**src/rtl/hs_sender_pkg.sv**
```systemverilog
package hs_sender_pkg;
  typedef enum logic [2:0] {
    ST_IDLE,
    ST_WAIT,
    ST_READ,
    ST_DATA,
    ST_FLAG,
    ST_DONE
  } hs_state_e;
endpackage

```
**src/rtl/hs_sync.sv**
```systemverilog
module hs_sync #(
  parameter int WIDTH  = 2,
  parameter int STAGES = 2
) (
  input  logic             clk_i,
  input  logic             rst_ni,
  input  logic [WIDTH-1:0] d_i,
  output logic [WIDTH-1:0] q_o
);
  logic [WIDTH-1:0] stg_q [STAGES];

  for (genvar s = 0; s < STAGES; s++) begin : g_stage
    if (s == 0) begin : g_first
      always_ff @(posedge clk_i or negedge rst_ni)
        if (!rst_ni) stg_q[s] <= '0;
        else         stg_q[s] <= d_i;
    end else begin : g_next
      always_ff @(posedge clk_i or negedge rst_ni)
        if (!rst_ni) stg_q[s] <= '0;
        else         stg_q[s] <= stg_q[s-1];
    end
  end

  assign q_o = stg_q[STAGES-1];
endmodule

```
**src/rtl/hs_xfer_ctr.sv**
```systemverilog
module hs_xfer_ctr #(
  parameter int AW  = 16,
  parameter int LEN = 793,
  localparam int CW = (LEN > 1) ? $clog2(LEN) : 1
) (
  input  logic          clk_i,
  input  logic          rst_ni,
  input  logic          load_i,
  input  logic [AW-1:0] base_i,
  input  logic          step_i,
  output logic [AW-1:0] addr_o,
  output logic          last_o
);
  logic [CW-1:0] cnt_q;

  always_ff @(posedge clk_i or negedge rst_ni) begin
    if (!rst_ni) begin
      addr_o <= '0;
      cnt_q  <= '0;
    end else if (load_i) begin
      addr_o <= base_i;
      cnt_q  <= '0;
    end else if (step_i) begin
      addr_o <= addr_o + 1'b1;
      cnt_q  <= cnt_q + 1'b1;
    end
  end

  assign last_o = (cnt_q == CW'(LEN - 1));
endmodule

```
**src/rtl/hs_block_sender.sv**
```systemverilog
module hs_block_sender
  import hs_sender_pkg::*;
#(
  parameter int AW  = 16,
  parameter int DW  = 8,
  parameter int LEN = 793
) (
  input  logic          clk_i,
  input  logic          rst_ni,
  input  logic          start_i,
  input  logic [AW-1:0] base_addr_i,
  output logic          mem_rd_o,
  output logic [AW-1:0] mem_addr_o,
  input  logic [DW-1:0] mem_rdata_i,
  output logic [DW-1:0] data_o,
  output logic          sready_o,
  input  logic          rx_busy_i,
  input  logic          rx_ready_i,
  output logic          done_o
);
  hs_state_e state_q, state_d;
  logic      busy_s, rdy_s, last;
  logic      load, step;

  hs_sync #(.WIDTH(2), .STAGES(2)) i_sync (
    .clk_i  (clk_i),
    .rst_ni (rst_ni),
    .d_i    ({rx_busy_i, rx_ready_i}),
    .q_o    ({busy_s, rdy_s})
  );

  assign load = (state_q == ST_IDLE) && start_i;
  assign step = (state_q == ST_FLAG);

  hs_xfer_ctr #(.AW(AW), .LEN(LEN)) i_ctr (
    .clk_i  (clk_i),
    .rst_ni (rst_ni),
    .load_i (load),
    .base_i (base_addr_i),
    .step_i (step),
    .addr_o (mem_addr_o),
    .last_o (last)
  );

  always_comb begin
    state_d = state_q;
    unique case (state_q)
      ST_IDLE: if (start_i) state_d = ST_WAIT;
      ST_WAIT: if (!busy_s && (rdy_s != sready_o)) state_d = ST_READ;
      ST_READ: state_d = ST_DATA;
      ST_DATA: state_d = ST_FLAG;
      ST_FLAG: state_d = last ? ST_DONE : ST_WAIT;
      ST_DONE: state_d = ST_IDLE;
      default: state_d = ST_IDLE;
    endcase
  end

  always_ff @(posedge clk_i or negedge rst_ni) begin
    if (!rst_ni) begin
      state_q  <= ST_IDLE;
      data_o   <= '0;
      sready_o <= 1'b0;
    end else begin
      state_q <= state_d;
      // data register first, flag one cycle later
      if (state_q == ST_DATA) data_o   <= mem_rdata_i;
      if (state_q == ST_FLAG) sready_o <= rdy_s;
    end
  end

  assign mem_rd_o = (state_q == ST_READ);
  assign done_o   = (state_q == ST_DONE);
endmodule

```
**config.mk**
```make
export PLATFORM = sky130hd
export DESIGN_NAME = hs_block_sender
export DESIGN_NICKNAME = d
export VERILOG_FILES = /design/src/rtl/hs_sender_pkg.sv /design/src/rtl/hs_sync.sv /design/src/rtl/hs_xfer_ctr.sv /design/src/rtl/hs_block_sender.sv
export SDC_FILE = /design/constraint.sdc
export NUM_CORES = 1
export LEC_CHECK = 0
export BUFFER_PORTS_ARGS = -buffer_cell sky130_fd_sc_hd__buf_4
export CAP_MARGIN = 40
export CORE_MARGIN = 2
export CORE_UTILIZATION = 45
export DETAILED_ROUTE_END_ITERATION = 12
export PLACE_DENSITY = 0.72
export SETUP_SLACK_MARGIN = 0.5
export SYNTH_ARGS = -nofsm -noshare
export SYNTH_HDL_FRONTEND = slang
export SYNTH_HIERARCHICAL = 1
export SYNTH_SLANG_ARGS = --single-unit
```
**constraint.sdc**
```tcl
create_clock -name clk_i -period 3 [get_ports clk_i]
set_clock_uncertainty 0.15 [all_clocks]
set_input_delay 0.6 -clock clk_i [delete_from_list [all_inputs] [get_ports clk_i]]
set_output_delay 0.6 -clock clk_i [all_outputs]
set_load 0.01 [all_outputs]
```
==> out/qor.txt <==
Starting DRC count in detailed routing: 159
Slew Limit Fails: 0
Detail Placement HPWL: 2840 um
Commonest non-fill, non-tap cell in the layout: buf_4
Layout cell share with drive strength beyond 1: 33.6%
Final GP Congestion: 0.772
Total setup buffers inserted after CTS: 0
CORE AREA: 4320 um2
Synth Net Count: 220
Worst VDD drop: 0.529 mV
Critical path type: reg2reg
Final wirelength: 4010 um
H-tree lvl count: 2
Worst-Skew Late Latency: 0.30 ns
Most frequent cells in the layout: 58 x buf_4, 42 x dfrtp_1, 25 x nand2_1
Cts bufs inserted: 5
DRT Pass-1 Iters: 4
CTS tree: done
Critical path launch point type: flip-flop
Routed length per instance: 13.4 um
DR vias/cell: 5.15
Fmax: 0.471 GHz
Syn Inst Count: 188
Critical Path RT: 3.04 ns
Power Total: 2310 uW
# diodes: 0
Setup Total Neg Slack: 0 ns
Cell variety after synth: 33
Area Overhead vs Synth: 28.8%
Die area: 5040 um2
YS warnings: 6
Unrepaired setup endpoints after global routing: false
Status: finished clean
Cell area after synthesis: 2020 um2
Ranking of synthesized cells by area: dfrtp_1 52%, mux2_2 6.1%, xor2_1 5.2%, xnor2_1 4.8%, nand2_1 4.6%
Nets@finish: 278
Area share of the largest cell type after synthesis: 52.0%
Row cnt: 24
PwrDens: 886 nW/um2
DRC viols: 0
Starting Density: 46.7%
Tightest Pin Transition: 0.522 ns
DRT antenna net count: 0
Die Span Y: 71.0 um
PortBufs: 55
Placed Area: 2490 um2
Largest net degree at the start of global routing: 43
Initial antenna violation count: 0
Layout Cells excl Fill: 299
Reg clk slew, reported paths: 0.08 ns
Leakage: 0.00115 uW
CP Max Fanout: 7
Hold Fails Final Rpt: 0
Dpl cells: 291
MaxCap Viol Count: 0
Root Driver: clkbuf_8
Min-delay worst type: in2async
Post-route minimum period: 2.12 ns
Final design utilization: 60.2%
Hold_buf cts: 0
Mean Syn Cell Area: 10.7 um2
#FFs+latches synth: 42
Die Width: 71.0 um
Synth area leader: dfrtp_1
Clk buf depth: 2
Register area share after synthesis: 52.0%
CTS sink cnt: 42
Post-route cell area: 2600 um2
Ports: 56
Crit. End Element: flip-flop
# resized after CTS: 0
CP Data Arrival Time: 2.16 ns
Final period util: 70.7%
Setup Viol. Count Final: 0
DR vias: 1539
Slew HR: 65.2%
Grt total ovfl: 0
Number of global-route vias before repair: 1435
Total track usage: 17.3%
Global-route wire length before repair: 6750 um
==> final cells by class <==
type / count / area (um2)
fillers: 397 / 1720
flip-flops and latches: 42 / 1050
multi-input cells: 135 / 926
repair buffers: 58 / 435
clock buffers: 5 / 68.8
well taps: 52 / 65.1
clock inverters: 3 / 40.0
inverters: 4 / 15.0
==> worst max-delay path: stages (launching register included) <==
cell	delay [ns]
dfrtp_1	0.49
nor3b_4	0.37
nand4_1	0.31
nor4_1	0.32
xor2_1	0.10
mux2_2	0.26
==> logic make-up (layout without fill, tap and decap cells) <==
| family | after synthesis | in the layout | synth area share [%] |
|---|---|---|---|
| flops | 42 | 42 | 52.0 |
| xor+xnor | 23 | 23 | 9.98 |
| simple gates | 77 | 77 | 20.6 |
| fa+ha+maj | 3 | 3 | 1.86 |
| mux | 13 | 13 | 7.13 |
| buf+inv | 11 | 70 | 2.42 |
| compound gates | 19 | 19 | 6.01 |
==> report_power, final <==
| group | internal, uW | total [uW] | switching [uW] |
|---|---|---|---|
| logic | 476 | 859 | 383 |
| clock network | 245 | 445 | 200 |
| registers | 759 | 1000 | 243 |
==> worst paths after layout <==
path / endpoint / cells past startpoint / start / slack (ns)
setup / recovery: i_ctr/addr_o[13]$_DFFE_PN0P_ / 5 / state_q[1]$_DFFE_PN0P_ / 0.88
hold / removal: i_ctr/addr_o[5]$_DFFE_PN0P_ / 1 / rst_ni / 0.13
setup reg to reg: i_ctr/addr_o[13]$_DFFE_PN0P_ / 5 / state_q[1]$_DFFE_PN0P_ / 0.88
hold reg to reg: i_sync/q_o[1]$_DFF_PN0_ / 0 / i_sync/stg_q[3]$_DFF_PN0_ / 0.21
max in group asynchronous: data_o[4]$_DFFE_PN0N_ / 1 / rst_ni / 2.21
min in group clk_i: i_sync/q_o[1]$_DFF_PN0_ / 0 / i_sync/stg_q[3]$_DFF_PN0_ / 0.21
==> registers in the layout, summed over array words and instances (netlist names) <==
register,count
i_ctr/cnt_q,10
state_q,3
i_sync/q_o,2
i_ctr/addr_o,16
sready_o,1
data_o,8
i_sync/stg_q,2
==> per-layer routing <==
layer,global-route usage (%),vias up,wire length (um)
met5,0,-,0
met4,6.92,0,55
met3,5.13,5,187
met2,26.6,28,1910
met1,23.2,732,1860
li1,-,774,-
==> cells in the mapped netlist <==
cell type / n
nor3_1: 3
nand2_1: 25
o31a_1: 2
buf_4: 2
dfrtp_1: 42
xor2_1: 12
nand3_1: 4
nand2b_1: 2
and2_2: 1
nand4_4: 1
inv_1: 4
nor2_1: 18
nor3b_4: 1
nor3b_1: 1
nand4_1: 9
mux2_2: 11
xnor2_1: 11
nand3_4: 1
and3_1: 1
o311ai_0: 1
or3_1: 1
nor4bb_1: 1
mux2i_1: 2
clkbuf_1: 4
a221o_1: 1
nor4_1: 6
buf_1: 1
and4_1: 1
o2111a_1: 1
o21ai_0: 13
nor4b_1: 1
a31o_2: 1
ha_1: 3
==> through the flow <==
step           hold WS, ns  worst slack [ns]
2_1_floorplan        0.154             0.879
3_3_place_gp         0.183             0.964
3_5_place_dp         0.187             0.867
4_1_cts              0.139             0.883
5_1_grt              0.159             0.680
6_report             0.126             0.878
(Power assumes the default switching activity.)
